--- src/rtl/sram_strobe_pkg.sv ---
package sram_strobe_pkg;

  typedef enum logic [2:0] {
    ST_IDLE   = 3'd0,
    ST_SETUP  = 3'd1,
    ST_STROBE = 3'd2,
    ST_HOLD   = 3'd3,
    ST_TURN   = 3'd4
  } strobe_st_t;

  // ceil(ns / period), never less than one cycle
  function automatic int ns_to_cyc(input int ns, input int period);
    int c;
    c = (ns + period - 1) / period;
    return (c < 1) ? 1 : c;
  endfunction

  function automatic int imax(input int a, input int b);
    return (a > b) ? a : b;
  endfunction

endpackage

--- src/rtl/strobe_tick.sv ---
module strobe_tick #(
  parameter int CNT_W = 3
) (
  input  logic             clk,
  input  logic             rst,
  input  logic             load,
  input  logic [CNT_W-1:0] load_val,
  output logic             done
);

  logic [CNT_W-1:0] cnt_q;

  always_ff @(posedge clk) begin
    if (rst) begin
      cnt_q <= '0;
    end else if (load) begin
      cnt_q <= load_val;
    end else if (cnt_q != '0) begin
      cnt_q <= cnt_q - 1'b1;
    end
  end

  assign done = (cnt_q == '0);

endmodule

--- src/rtl/strobe_seq.sv ---
module strobe_seq
  import sram_strobe_pkg::*;
#(
  parameter int CNT_W   = 3,
  parameter int AS_C    = 1,
  parameter int WSTR_C  = 4,
  parameter int WHOLD_C = 1,
  parameter int RSTR_C  = 6,
  parameter int RTURN_C = 4
) (
  input  logic             clk,
  input  logic             rst,
  input  logic             req,
  input  logic             req_wr,
  input  logic             done,
  output strobe_st_t       st_nxt,
  output logic             op_nxt,
  output logic             accept,
  output logic             load,
  output logic [CNT_W-1:0] load_val,
  output logic             finish,
  output logic             sample
);

  localparam logic [CNT_W-1:0] LV_AS    = CNT_W'(AS_C - 1);
  localparam logic [CNT_W-1:0] LV_WSTR  = CNT_W'(WSTR_C - 1);
  localparam logic [CNT_W-1:0] LV_WHOLD = CNT_W'(WHOLD_C - 1);
  localparam logic [CNT_W-1:0] LV_RSTR  = CNT_W'(RSTR_C - 1);
  localparam logic [CNT_W-1:0] LV_RTURN = CNT_W'(RTURN_C - 1);

  strobe_st_t st_q;
  logic       op_q;

  always_comb begin
    st_nxt   = st_q;
    accept   = 1'b0;
    load     = 1'b0;
    load_val = '0;
    unique case (st_q)
      ST_IDLE: begin
        if (req) begin
          st_nxt   = ST_SETUP;
          accept   = 1'b1;
          load     = 1'b1;
          load_val = LV_AS;
        end
      end
      ST_SETUP: begin
        if (done) begin
          st_nxt   = ST_STROBE;
          load     = 1'b1;
          load_val = op_q ? LV_WSTR : LV_RSTR;
        end
      end
      ST_STROBE: begin
        if (done) begin
          st_nxt   = op_q ? ST_HOLD : ST_TURN;
          load     = 1'b1;
          load_val = op_q ? LV_WHOLD : LV_RTURN;
        end
      end
      ST_HOLD, ST_TURN: begin
        if (done) st_nxt = ST_IDLE;
      end
      default: st_nxt = ST_IDLE;
    endcase
  end

  always_ff @(posedge clk) begin
    if (rst) begin
      st_q <= ST_IDLE;
      op_q <= 1'b0;
    end else begin
      st_q <= st_nxt;
      if (accept) op_q <= req_wr;
    end
  end

  assign op_nxt = accept ? req_wr : op_q;
  assign finish = ((st_q == ST_HOLD) || (st_q == ST_TURN)) && done;
  assign sample = (st_q == ST_STROBE) && done && !op_q;

endmodule

--- src/rtl/strobe_pins.sv ---
module strobe_pins
  import sram_strobe_pkg::*;
#(
  parameter int ADDR_W = 16,
  parameter int DATA_W = 1
) (
  input  logic              clk,
  input  logic              rst,
  input  strobe_st_t        st_nxt,
  input  logic              op_nxt,
  input  logic              accept,
  input  logic              finish,
  input  logic              sample,
  input  logic [ADDR_W-1:0] req_addr,
  input  logic [DATA_W-1:0] req_wdata,
  input  logic [DATA_W-1:0] mem_din,
  output logic [ADDR_W-1:0] mem_addr,
  output logic              mem_ce_n,
  output logic              mem_we_n,
  output logic [DATA_W-1:0] mem_dout,
  output logic              mem_dq_oe,
  output logic              ack,
  output logic [DATA_W-1:0] rdata
);

  logic wr_busy;

  // write enable and driver cover every non-idle state of a write
  assign wr_busy = op_nxt && (st_nxt != ST_IDLE);

  always_ff @(posedge clk) begin
    if (rst) begin
      mem_addr  <= '0;
      mem_dout  <= '0;
      mem_ce_n  <= 1'b1;
      mem_we_n  <= 1'b1;
      mem_dq_oe <= 1'b0;
      ack       <= 1'b0;
      rdata     <= '0;
    end else begin
      if (accept) begin
        mem_addr <= req_addr;
        mem_dout <= req_wdata;
      end
      mem_ce_n  <= (st_nxt != ST_STROBE);
      mem_we_n  <= !wr_busy;
      mem_dq_oe <= wr_busy;
      ack       <= finish;
      if (sample) rdata <= mem_din;
    end
  end

endmodule

--- src/rtl/sram_strobe_ctrl.sv ---
module sram_strobe_ctrl
  import sram_strobe_pkg::*;
#(
  parameter int ADDR_W  = 16,
  parameter int DATA_W  = 1,
  parameter int CLK_NS  = 10,
  parameter int T_AS_NS = 5,
  parameter int T_AH_NS = 5,
  parameter int T_CW_NS = 35,
  parameter int T_WC_NS = 55,
  parameter int T_DS_NS = 25,
  parameter int T_DH_NS = 5,
  parameter int T_RC_NS = 55,
  parameter int T_AC_NS = 55,
  parameter int T_HZ_NS = 35
) (
  input  logic              clk,
  input  logic              rst,
  input  logic              req,
  input  logic              req_wr,
  input  logic [ADDR_W-1:0] req_addr,
  input  logic [DATA_W-1:0] req_wdata,
  output logic              ack,
  output logic [DATA_W-1:0] rdata,
  output logic [ADDR_W-1:0] mem_addr,
  output logic              mem_ce_n,
  output logic              mem_we_n,
  output logic [DATA_W-1:0] mem_dout,
  output logic              mem_dq_oe,
  input  logic [DATA_W-1:0] mem_din
);

  localparam int AS_C = ns_to_cyc(T_AS_NS, CLK_NS);
  localparam int AH_C = ns_to_cyc(T_AH_NS, CLK_NS);
  localparam int CW_C = ns_to_cyc(T_CW_NS, CLK_NS);
  localparam int WC_C = ns_to_cyc(T_WC_NS, CLK_NS);
  localparam int DS_C = ns_to_cyc(T_DS_NS, CLK_NS);
  localparam int DH_C = ns_to_cyc(T_DH_NS, CLK_NS);
  localparam int RC_C = ns_to_cyc(T_RC_NS, CLK_NS);
  localparam int AC_C = ns_to_cyc(T_AC_NS, CLK_NS);
  localparam int HZ_C = ns_to_cyc(T_HZ_NS, CLK_NS);

  // data is driven from setup onward, so strobe covers the rest of data setup
  localparam int WSTR_C  = imax(CW_C, DS_C - AS_C);
  localparam int WHOLD_C = imax(imax(AH_C, DH_C), imax(WC_C - AS_C - WSTR_C, 1));
  localparam int RSTR_C  = AC_C;
  localparam int RTURN_C = imax(HZ_C, imax(RC_C - AS_C - RSTR_C, 1));
  localparam int MAX_C   = imax(imax(AS_C, WSTR_C), imax(WHOLD_C, imax(RSTR_C, RTURN_C)));
  localparam int CNT_W   = $clog2(MAX_C + 1);

  strobe_st_t       st_nxt;
  logic             op_nxt;
  logic             accept;
  logic             load;
  logic [CNT_W-1:0] load_val;
  logic             done;
  logic             finish;
  logic             sample;

  strobe_tick #(
    .CNT_W(CNT_W)
  ) u_tick (
    .clk      (clk),
    .rst      (rst),
    .load     (load),
    .load_val (load_val),
    .done     (done)
  );

  strobe_seq #(
    .CNT_W   (CNT_W),
    .AS_C    (AS_C),
    .WSTR_C  (WSTR_C),
    .WHOLD_C (WHOLD_C),
    .RSTR_C  (RSTR_C),
    .RTURN_C (RTURN_C)
  ) u_seq (
    .clk      (clk),
    .rst      (rst),
    .req      (req),
    .req_wr   (req_wr),
    .done     (done),
    .st_nxt   (st_nxt),
    .op_nxt   (op_nxt),
    .accept   (accept),
    .load     (load),
    .load_val (load_val),
    .finish   (finish),
    .sample   (sample)
  );

  strobe_pins #(
    .ADDR_W (ADDR_W),
    .DATA_W (DATA_W)
  ) u_pins (
    .clk       (clk),
    .rst       (rst),
    .st_nxt    (st_nxt),
    .op_nxt    (op_nxt),
    .accept    (accept),
    .finish    (finish),
    .sample    (sample),
    .req_addr  (req_addr),
    .req_wdata (req_wdata),
    .mem_din   (mem_din),
    .mem_addr  (mem_addr),
    .mem_ce_n  (mem_ce_n),
    .mem_we_n  (mem_we_n),
    .mem_dout  (mem_dout),
    .mem_dq_oe (mem_dq_oe),
    .ack       (ack),
    .rdata     (rdata)
  );

endmodule

--- config.mk ---
export PLATFORM = sky130hd
export DESIGN_NAME = sram_strobe_ctrl
export DESIGN_NICKNAME = d
export VERILOG_FILES = /design/src/rtl/sram_strobe_pkg.sv /design/src/rtl/strobe_tick.sv /design/src/rtl/strobe_seq.sv /design/src/rtl/strobe_pins.sv /design/src/rtl/sram_strobe_ctrl.sv
export SDC_FILE = /design/constraint.sdc
export NUM_CORES = 1
export LEC_CHECK = 0
export ABC_AREA = 0
export BUFFER_PORTS_ARGS = -buffer_cell sky130_fd_sc_hd__buf_2
export CAP_MARGIN = 5
export CELL_PAD_IN_SITES_DETAIL_PLACEMENT = 1
export CELL_PAD_IN_SITES_GLOBAL_PLACEMENT = 1
export CORE_AREA = 2 2 55 70
export CTS_CLUSTER_SIZE = 14
export DETAILED_ROUTE_END_ITERATION = 8
export DIE_AREA = 0 0 57 72
export GPL_ROUTABILITY_DRIVEN = 0
export GPL_TIMING_DRIVEN = 1
export PLACE_DENSITY = 0.89
export SLEW_MARGIN = 20
export SYNTH_ARGS = -nofsm -noshare
export SYNTH_HDL_FRONTEND = slang
export SYNTH_SLANG_ARGS = --single-unit
export TNS_END_PERCENT = 5
--- constraint.sdc ---
create_clock -name clk -period 5.2 [get_ports clk]
set_clock_uncertainty 0.2 [all_clocks]
set_input_delay 0.52 -clock clk [delete_from_list [all_inputs] [get_ports clk]]
set_output_delay 0.52 -clock clk [all_outputs]
set_load 0.05 [all_outputs]
==> out/qor.csv, run 1 <==
stage,metric,value,unit
logic_synthesis,"Seq/Total Area, Yosys",46.40,%
routing,Initial DRC Count,28,
worst_hold_path,Hold Path Class,flop to flop,
placed_design,Cells after DPL,217,
power_and_ir_drop,Seq pwr share,33.9,%
outcome,status,"finished, final reports clean",
logic_synthesis,"EDFF count, synth",0,
sta,Slew headroom,35.38,%
critical_path,crit path DAT,1.99,ns
power_and_ir_drop,Clk network pwr share,26.0,%
sta,minimum clock period,2.022,ns
routing,WL final,3119,um
routing,DRT antenna net count,0,
power_and_ir_drop,P_int,529.2,uW
global_routing,All-Layer GR Usage,16.20,%
clocking,Clock Sinks,29,
sta,RSZ-0062 raised after global routing,false,
power_and_ir_drop,logic gate share of total power,40.1,%
placed_design,Placed Instance Area,1441,um^2
critical_path,Slowest cell on crit path,nor4b_4,
logic_synthesis,ys async rst share,0,%
critical_path,CP Data Required Time,5.17,ns
placed_design,dpl hpwl,2182,um
global_routing,vias in the first global route,1162,
critical_path,maximum fanout along the worst path,19,
sta,Worst-Margin Slew,0.9651,ns
cells_and_area,n_diodes,0,
power_and_ir_drop,Sw Ratio,41.21,%
logic_synthesis,top-count cell post-synth,nand2_1,
clocking,CTS tree,yes,
placed_design,# port buffers,43,
cells_and_area,share of layout cells above drive strength 1,32.26,%
critical_path,worst path cell trace,"nor4b_4, nand2_2, a21oi_2, o21ai_1",
logic_synthesis,Synth area leader,dfxtp_1,
logic_synthesis,synth cell count leaders,"nand2_1 (39), dfxtp_1 (29), a21oi_1 (22), nor2_1 (6), buf_6 (5)",
clocking,number of hold buffers added after CTS,0,
clocking,clock root buffer,clkbuf_8,
clocking,Clock Pin Slew Worst Setup and Hold Paths,0.07,ns
routing,detailed-route wire length per cell,13.86,um
clocking,clock tree buffer depth,2,
die,die span in x,57,um
routing,vias per inst,5.022,
clocking,Post-CTS Resized,0,
logic_synthesis,Post-synth top flop,dfxtp_1,
critical_path,crit start category,flop,
sta,Final Cycle Share,38.89,%
critical_path,crit path buf inv count,0,
die,Die Y,72,um
routing,DRC,0,
logic_synthesis,Ys Warns,0,
die,IO Pins,44,
critical_path,CP max stage delay,0.91,ns
routing,via count,1130,
logic_synthesis,share of the synthesized area in the top cell type,46.40,%
clocking,Worst-Skew Late Latency,0.28,ns
clocking,total CTS buffers,5,
sta,max-slew violations,0,
run,MaxCap Viol Count,0,
global_routing,first-pass GRT wire length,5112,um
cells_and_area,Storage cell area,580.6,um^2
cells_and_area,multi-input logic area,585.6,um^2
power_and_ir_drop,NetSw,371.0,uW
die,Die ar.,4104,um^2
cells_and_area,Post-Layout Cell Count,225,
logic_synthesis,Mapped Nets,168,
sta,final setup fails,0,
power_and_ir_drop,LEAKAGE,0.0006927,uW
logic_synthesis,Synth area leaders,"dfxtp_1 (46%), nand2_1 (12%), a21oi_1 (8.8%), buf_6 (4.5%), ha_1 (2.0%)",
global_routing,GR Overflow Total,0,
power_and_ir_drop,total power,900.2,uW
logic_synthesis,Yosys cell types,37,
routing,DRT Pass-1 Iters,2,
logic_synthesis,syn_area_per_cell,8.689,um^2
logic_synthesis,cell count after synthesis,144,
die,Initial Util,36.55,%
sta,setup tns final,0,ns
sta,fmax,0.4945,GHz
global_routing,initial antenna violation count,0,
critical_path,CP Capture Type,flop,
cells_and_area,area grow syn2layout,24.40,%
critical_path,CP top delay family,simple AND/OR/NAND/NOR gates,
critical_path,critical path class,flop to flop,
logic_synthesis,cell area after synthesis,1251,um^2
logic_synthesis,Seq cells post-synth,29,
clocking,# Post-CTS Setup Buffers,0,
die,# rows,24,
cells_and_area,Layout fillers,453,
power_and_ir_drop,pwr dens,578.4,nW/um^2
clocking,H-tree level count,2,
die,Core Region,3423,um^2
cells_and_area,Final Instance Area,1556,um^2
cells_and_area,final net count,209,
sta,Final Hold Fails,0,
power_and_ir_drop,VDD IR-drop max,0.2732,mV
global_routing,pin count of the biggest net entering global routing,29,
==> metal layers <==
metal	share of wire [%]	vias to the layer above	wire length, um	track usage [%]
met3	3.9	6	122	4.100
met4	2.3	0	73	8.527
met2	55	25	1721	29.76
met1	39	535	1201	16.65
met5	0	-	0	0
li1	-	564	-	-
==> cell families (layout without fill, tap and decap cells) <==
| kind of cell | count (synthesis) | count (layout) | synth area share (%) |
|---|---|---|---|
| compound gates | 34 | 34 | 16.10 |
| xor+xnor | 2 | 2 | 1.400 |
| fa+ha+maj | 2 | 2 | 2.000 |
| buf+inv | 12 | 54 | 6.799 |
| flops | 29 | 29 | 46.40 |
| mux | 1 | 1 | 0.8000 |
| simple gates | 64 | 64 | 26.50 |
==> registers in the layout (all words and copies together) (netlist names) <==
register and count:
u_pins.ack 1, u_pins.mem_addr 16, u_pins.mem_ce_n 1, u_pins.mem_dout 1, u_pins.mem_dq_oe 1, u_pins.mem_we_n 1
u_pins.rdata 1, u_seq.op_q 1, u_seq.st_q 3, u_tick.cnt_q 3
==> worst min-delay path: cells and delay by family, from the launching register on <==
kind,cells,cell delay (ns)
compound gates,1,0.05
flops,1,0.31
simple gates,1,0.05
==> power by group through the flow <==
stage,Clock (uW),Sequential (uW),Combinational [uW]
after floorplan,0,384,227
after global placement,0,308,354
after detailed placement,0,310,361
after CTS,240,305,365
after global routing,249,312,395
final,234,306,361
==> path summary, 6_finish.rpt <==
| check | end | cells past startpoint | start | slack, ns |
|---|---|---|---|---|
| max | u_pins.mem_we_n | 4 | u_seq.st_q[0] | 3.18 |
| min | u_pins.mem_addr[11] | 2 | u_pins.mem_addr[11] | 0.25 |
| max reg2reg | u_pins.mem_we_n | 4 | u_seq.st_q[0] | 3.18 |
| min reg2reg | u_pins.mem_addr[11] | 2 | u_pins.mem_addr[11] | 0.25 |
==> cell type report <==
cell class                 count  share of cell area [%]
timing repair buffer          43                   13.83
clock inverter                 3                   2.974
multi-input combinational    103                   37.62
sequential                    29                   37.30
tap                           39                   3.135
clock buffer                   5                   4.421
inverter                       3                  0.7235
==> per-stage QoR <==
step	setup slack (ns)	hold WS, ns	utilization [%]
final	3.178	0.2529	45.47
after global routing	2.999	0.2721	45.47
after CTS	3.179	0.2544	45.47
after detailed placement	3.097	0.2456	42.11
after global placement	3.110	0.2405	42.11
after floorplan	3.455	0.3128	-
==> cell usage in the layout (no fill, tap or decap), types with 2 or more instances in the layout <==
master and n:
nor2_1 6, nor2b_1 3, clkbuf_8 5, o21ai_0 3, a2bb2oi_1 2, nand2_1 39
nand2b_1 2, a21oi_1 22, dfxtp_1 29, buf_2 43, nand2_2 2, ha_1 2
inv_1 3
(Power assumes the default switching activity.)
==> run 2: changes to the inputs <==
--- a/config.mk
+++ b/config.mk
@@ -10,13 +10,13 @@
 export CAP_MARGIN = 5
 export CELL_PAD_IN_SITES_DETAIL_PLACEMENT = 1
 export CELL_PAD_IN_SITES_GLOBAL_PLACEMENT = 1
-export CORE_AREA = 2 2 55 70
+export CORE_AREA = 2 2 60 77
 export CTS_CLUSTER_SIZE = 14
 export DETAILED_ROUTE_END_ITERATION = 8
-export DIE_AREA = 0 0 57 72
+export DIE_AREA = 0 0 62 79
 export GPL_ROUTABILITY_DRIVEN = 0
 export GPL_TIMING_DRIVEN = 1
-export PLACE_DENSITY = 0.89
+export PLACE_DENSITY = 0.8
 export SLEW_MARGIN = 20
 export SYNTH_ARGS = -nofsm -noshare
 export SYNTH_HDL_FRONTEND = slang
==> constraint.sdc (replaced) <==
create_clock -name clk -period 1.77 [get_ports clk]
set_clock_uncertainty 0.2 [all_clocks]
set_input_delay 0.177 -clock clk [delete_from_list [all_inputs] [get_ports clk]]
set_output_delay 0.177 -clock clk [all_outputs]
set_load 0.05 [all_outputs]
==> out/qor.csv, run 2 (synthesis gave the netlist of run 1 again) <==
stage,metric,value,unit
outcome,status,"finished, final reports clean",
critical_path,Slowest cell on crit path,or3b_1,
clocking,Clock Pin Slew Worst Setup and Hold Paths,0.07,ns
die,IO Pins,44,
placed_design,dpl hpwl,2400,um
global_routing,initial antenna violation count,0,
sta,final setup fails,0,
die,Die ar.,4898,um^2
die,Initial Util,29.63,%
power_and_ir_drop,Sw Ratio,40.69,%
critical_path,crit start category,flop,
cells_and_area,Largest register FFs,16,
routing,detailed-route wire length per cell,13.17,um
power_and_ir_drop,Seq pwr share,31.5,%
routing,vias per inst,4.563,
sta,minimum clock period,1.719,ns
global_routing,vias in the first global route,1346,
global_routing,GR Overflow Total,0,
routing,via count,1273,
clocking,Worst-Skew Late Latency,0.27,ns
critical_path,crit path DAT,1.68,ns
sta,Final Cycle Share,97.10,%
placed_design,# port buffers,43,
routing,Initial DRC Count,14,
sta,max-slew violations,0,
critical_path,maximum fanout along the worst path,6,
global_routing,All-Layer GR Usage,16.50,%
critical_path,critical path class,flop to flop,
cells_and_area,share of layout cells above drive strength 1,38.91,%
critical_path,crit path buf inv count,1,
global_routing,first-pass GRT wire length,6003,um
critical_path,CP Capture Type,flop,
clocking,Clock Sinks,29,
routing,DRC,0,
power_and_ir_drop,NetSw,1167,uW
clocking,clock root buffer,clkbuf_8,
die,Core Region,4223,um^2
global_routing,pin count of the biggest net entering global routing,18,
cells_and_area,"commonest non-fill, non-tap cells in the layout","buf_2 (43), nand2_1 (39), dfxtp_1 (25), a21oi_1 (21), dlygate4sd3_1 (19)",
power_and_ir_drop,VDD IR-drop max,0.6411,mV
power_and_ir_drop,LEAKAGE,0.0008538,uW
die,Die Y,79,um
cells_and_area,Biggest register,u_pins.mem_addr,
sta,fmax,0.5819,GHz
die,# rows,27,
critical_path,CP Data Required Time,1.73,ns
routing,DRT antenna net count,0,
die,die span in x,62,um
cells_and_area,final net count,245,
sta,Final Hold Fails,0,
clocking,clock tree buffer depth,2,
clocking,H-tree level count,2,
power_and_ir_drop,Clk network pwr share,19.0,%
routing,WL final,3674,um
cells_and_area,"most common cell after layout, fill and taps aside",buf_2,
cells_and_area,area grow syn2layout,52.80,%
clocking,CTS tree,yes,
cells_and_area,n_diodes,0,
sta,worst hold slack,0.02647,ns
run,MaxCap Viol Count,0,
power_and_ir_drop,P_int,1702,uW
sta,Slew headroom,73.11,%
sta,Setup WS post-layout,0.05138,ns
worst_hold_path,Hold Path Class,input pin to flop,
critical_path,CP top delay family,simple AND/OR/NAND/NOR gates,
critical_path,worst path cell trace,"inv_2, ha_4, nor3b_1, a32oi_2, nand2_1, or3b_1",
power_and_ir_drop,pwr dens,1501,nW/um^2
placed_design,Place WS,-0.04006,ns
clocking,total CTS buffers,5,
power_and_ir_drop,logic gate share of total power,49.6,%
cells_and_area,biggest regs,"u_pins.mem_addr: 16 flops, u_seq.st_q: 3 flops, u_tick.cnt_q: 3 flops",
critical_path,CP max stage delay,0.38,ns
routing,DRT Pass-1 Iters,4,
sta,Worst-Margin Slew,0.4025,ns
cells_and_area,final core occ,45.27,%
## run 2: through the flow
step / cell area [um^2] / power [uW] / instances / TNS, ns
floorplan: 1251 / 1795 / 144 / 0
global placement: 1585 / 2143 / 252 / 0
detailed placement: 1585 / 2168 / 252 / -0.04006
CTS: 1883 / 2815 / 279 / 0
global route: 1912 / 3067 / 279 / -0.06094
finish: 1912 / 2869 / 279 / 0
## run 2: routing by layer
layer  share of wire [%]  wire, um  global-route usage, %
met1                  39      1451                  17.80
met4                 2.4        89                  7.234
met3                 3.0       112                  3.909
met5                   0         0                      0
met2                  55      2022                  29.06
## run 2: timing repair
action,4_1_cts,5_1_grt
hold endpoints to repair,19,0
setup endpoints to repair,3,15
hold buffers,19,0
resized for setup,3,9
pin swaps,1,2
setup buffers,1,0
## run 2: final timing paths
check	from	end	slack [ns]	cells after the start
worst max register to register	u_tick.cnt_q[0]	u_pins.mem_ce_n	0.05	6
worst max-delay path	u_tick.cnt_q[0]	u_pins.mem_ce_n	0.05	6
worst min register to register	u_pins.mem_addr[15]	u_pins.mem_addr[15]	0.25	2
worst min-delay path	rst	u_tick.cnt_q[2]	0.03	2
## run 2: cell type report
type	count	area, um^2
clock buffers	7	86.33
fillers	520	2311
inverters	3	11.26
multi-input cells	103	623.1
flip-flops and latches	29	585.6
well taps	58	72.57
repair buffers	79	533.0
## run 2: power groups by stage
| stage | Combinational [uW] | Sequential (uW) | Clock, uW |
|---|---|---|---|
| after global placement | 1240 | 898 | 0 |
| after detailed placement | 1270 | 901 | 0 |
| after global routing | 1550 | 924 | 596 |
| final | 1420 | 903 | 544 |
| after floorplan | 667 | 1130 | 0 |
| after CTS | 1350 | 891 | 570 |
==> run 3: changes to the inputs <==
--- a/config.mk
+++ b/config.mk
@@ -5,18 +5,18 @@
 export SDC_FILE = /design/constraint.sdc
 export NUM_CORES = 1
 export LEC_CHECK = 0
-export ABC_AREA = 0
+export ABC_AREA = 1
 export BUFFER_PORTS_ARGS = -buffer_cell sky130_fd_sc_hd__buf_2
 export CAP_MARGIN = 5
 export CELL_PAD_IN_SITES_DETAIL_PLACEMENT = 1
 export CELL_PAD_IN_SITES_GLOBAL_PLACEMENT = 1
-export CORE_AREA = 2 2 60 77
+export CORE_AREA = 2 2 61 77
 export CTS_CLUSTER_SIZE = 14
 export DETAILED_ROUTE_END_ITERATION = 8
-export DIE_AREA = 0 0 62 79
+export DIE_AREA = 0 0 63 79
 export GPL_ROUTABILITY_DRIVEN = 0
 export GPL_TIMING_DRIVEN = 1
-export PLACE_DENSITY = 0.8
+export PLACE_DENSITY = 0.79
 export SLEW_MARGIN = 20
 export SYNTH_ARGS = -nofsm -noshare
 export SYNTH_HDL_FRONTEND = slang
==> out/qor.csv, run 3 <==
stage,metric,value,unit
critical_path,Reg2Reg Capture Point,u_pins.mem_we_n,
critical_path,CP Capture Type,flop,
cells_and_area,final core occ,39.90,%
clocking,total CTS buffers,5,
cells_and_area,"most common cell after layout, fill and taps aside",buf_2,
power_and_ir_drop,Seq pwr share,34.6,%
critical_path,crit path buf inv count,2,
clocking,clock root buffer,clkbuf_8,
sta,Slew headroom,75.96,%
critical_path,crit start category,flop,
logic_synthesis,cell area after synthesis,1231,um^2
cells_and_area,share of layout cells above drive strength 1,28.44,%
cells_and_area,area grow syn2layout,39.02,%
global_routing,vias in the first global route,1164,
routing,vias per inst,4.275,
logic_synthesis,share of the synthesized area in the top cell type,47.15,%
cells_and_area,n_diodes,0,
cells_and_area,Largest register FFs,16,
cells_and_area,final net count,242,
critical_path,crit path from,u_tick.cnt_q[0],
power_and_ir_drop,Sw Ratio,43.07,%
power_and_ir_drop,VDD IR-drop max,0.4770,mV
clocking,Clock Sinks,29,
sta,Worst-Margin Slew,0.3601,ns
power_and_ir_drop,P_int,1421,uW
clocking,H-tree level count,2,
placed_design,Place WS,0.06756,ns
logic_synthesis,Synth area leader,dfxtp_1,
sta,Final Hold Fails,0,
logic_synthesis,Yosys cell types,23,
worst_hold_path,Hold Path Class,input pin to flop,
routing,WL final,2979,um
global_routing,initial antenna violation count,0,
critical_path,CP max stage delay,0.32,ns
logic_synthesis,ys async rst share,0,%
critical_path,maximum fanout along the worst path,10,
placed_design,dpl hpwl,2223,um
logic_synthesis,cell count after synthesis,159,
critical_path,R2R cell count,9,
critical_path,CP top delay family,simple AND/OR/NAND/NOR gates,
sta,Final Cycle Share,93.46,%
logic_synthesis,Mapped Nets,183,
power_and_ir_drop,pwr dens,1458,nW/um^2
critical_path,Reg-to-Reg Start,u_tick.cnt_q[0],
sta,minimum clock period,1.654,ns
cells_and_area,"commonest non-fill, non-tap cells in the layout","buf_2 (43), inv_1 (32), dfxtp_1 (29), o21ai_0 (23), a21oi_1 (21)",
worst_hold_path,Worst Hold End,u_pins.mem_addr[12],
die,Die Y,79,um
global_routing,All-Layer GR Usage,13.20,%
die,# rows,27,
routing,Initial DRC Count,38,
clocking,Worst-Skew Late Latency,0.27,ns
critical_path,Slowest cell on crit path,dfxtp_1,
die,IO Pins,44,
logic_synthesis,synth cell count leaders,"inv_1 (32), dfxtp_1 (29), o21ai_0 (23), a21oi_1 (21), nor2_1 (16)",
die,Die ar.,4977,um^2
logic_synthesis,Seq cells post-synth,29,
clocking,clock tree buffer depth,2,
sta,fmax,0.6045,GHz
logic_synthesis,"Seq/Total Area, Yosys",47.15,%
worst_hold_path,Hold Startpoint,req_addr[12],
critical_path,critical path class,flop to flop,
clocking,CTS tree,yes,
logic_synthesis,Ys Warns,0,
power_and_ir_drop,total power,2495,uW
critical_path,R2R Setup Slk,0.12,ns
cells_and_area,Biggest register,u_pins.mem_addr,
sta,setup tns final,0,ns
sta,max-slew violations,0,
die,die span in x,63,um
die,Initial Util,28.70,%
power_and_ir_drop,Clk network pwr share,21.2,%
global_routing,first-pass GRT wire length,5043,um
logic_synthesis,"EDFF count, synth",0,
global_routing,pin count of the biggest net entering global routing,23,
power_and_ir_drop,logic gate share of total power,44.2,%
routing,DRT Pass-1 Iters,4,
logic_synthesis,top-count cell post-synth,inv_1,
power_and_ir_drop,NetSw,1075,uW
sta,final setup fails,0,
routing,DRC,0,
routing,detailed-route wire length per cell,10.79,um
critical_path,crit path DAT,1.61,ns
routing,DRT antenna net count,0,
sta,Setup WS post-layout,0.1158,ns
worst_hold_path,hold depth,3,
sta,RSZ-0062 raised after global routing,false,
routing,via count,1180,
cells_and_area,biggest regs,"u_pins.mem_addr: 16 flops, u_seq.st_q: 3 flops, u_tick.cnt_q: 3 flops",
critical_path,Crit path top cell by count,nand2_1,
run,MaxCap Viol Count,0,
power_and_ir_drop,LEAKAGE,0.0008140,uW
logic_synthesis,syn_area_per_cell,7.743,um^2
critical_path,worst path cell trace,"inv_1, ha_1, nand2_1, buf_4, nand2_1, o21ai_0, nor2_2, nand3_1, nand2_1",
outcome,status,"finished, final reports clean",
critical_path,CP Data Required Time,1.72,ns
global_routing,GR Overflow Total,0,
placed_design,# port buffers,43,
die,Core Region,4290,um^2
logic_synthesis,Synth area leaders,"dfxtp_1 (47%), inv_1 (9.8%), o21ai_0 (9.3%), a21oi_1 (8.5%), nor2_1 (4.9%)",
clocking,Clock Pin Slew Worst Setup and Hold Paths,0.06,ns
logic_synthesis,Post-synth top flop,dfxtp_1,
-- run 3: cell type report --
| cell class | instances | area, um^2 |
|---|---|---|
| tap | 58 | 72.57 |
| inverter | 32 | 120.1 |
| timing repair buffer | 60 | 375.4 |
| fill | 534 | 2579 |
| multi-input combinational | 90 | 476.7 |
| clock buffer | 7 | 86.33 |
| sequential | 29 | 580.6 |
-- run 3: what timing repair did --
action,CTS,global route
hold endpoints to repair,17,0
gates resized for setup,0,2
endpoints found under the setup margin,0,1
hold buffers,13,0
setup buffers,0,0
-- run 3: worst min-delay path, delay by kind of cell --
kind	cells	cell delay [ns]
AOI/OAI and AO/OA	2	0.18
buffers and inverters	1	0.07
-- run 3: metrics by stage --
step / hold WS (ns) / instances / instance area [um^2]
final: 0.009797 / 276 / 1712
after global routing: 0.02122 / 276 / 1712
after CTS: 0.008767 / 276 / 1707
after detailed placement: 0.2237 / 256 / 1490
after global placement: 0.2224 / 256 / 1490
after floorplan: 0.04607 / 159 / 1231
-- run 3: metal layers --
layer	vias up	global-route usage (%)	share of wire, %
met3	7	4.249	4.2
met4	0	6.667	2.3
li1	620	-	-
met5	-	0	0
met1	520	14.01	44
met2	33	23.30	50
-- run 3: worst max-delay path by stage --
stage                             to  slack (ns)  cells past startpoint
floorplan           u_pins.mem_dq_oe        0.25                     10
global placement    u_pins.mem_dq_oe        0.14                     10
detailed placement  u_pins.mem_dq_oe        0.07                     10
CTS                 u_pins.mem_dq_oe        0.06                     10
global route         u_pins.mem_we_n       0.003                      9
finish               u_pins.mem_we_n        0.12                      9
-- run 3: logic make-up after synthesis --
group | Yosys count | share of synthesized area, %
AOI/OAI and AO/OA | 47 | 19.72
and+or+nand+nor | 40 | 15.85
buffers and inverters | 40 | 14.53
adders and majority gates | 2 | 2.032
DFF | 29 | 47.15
xor gates and xnor gates | 1 | 0.7115
-- run 3: power groups by stage --
stage	clock, uW	sequential, uW	combinational, uW
floorplan	0	1180	559
global placement	0	875	1060
detailed placement	0	880	1090
CTS	555	866	1110
global route	591	881	1220
finish	530	864	1100
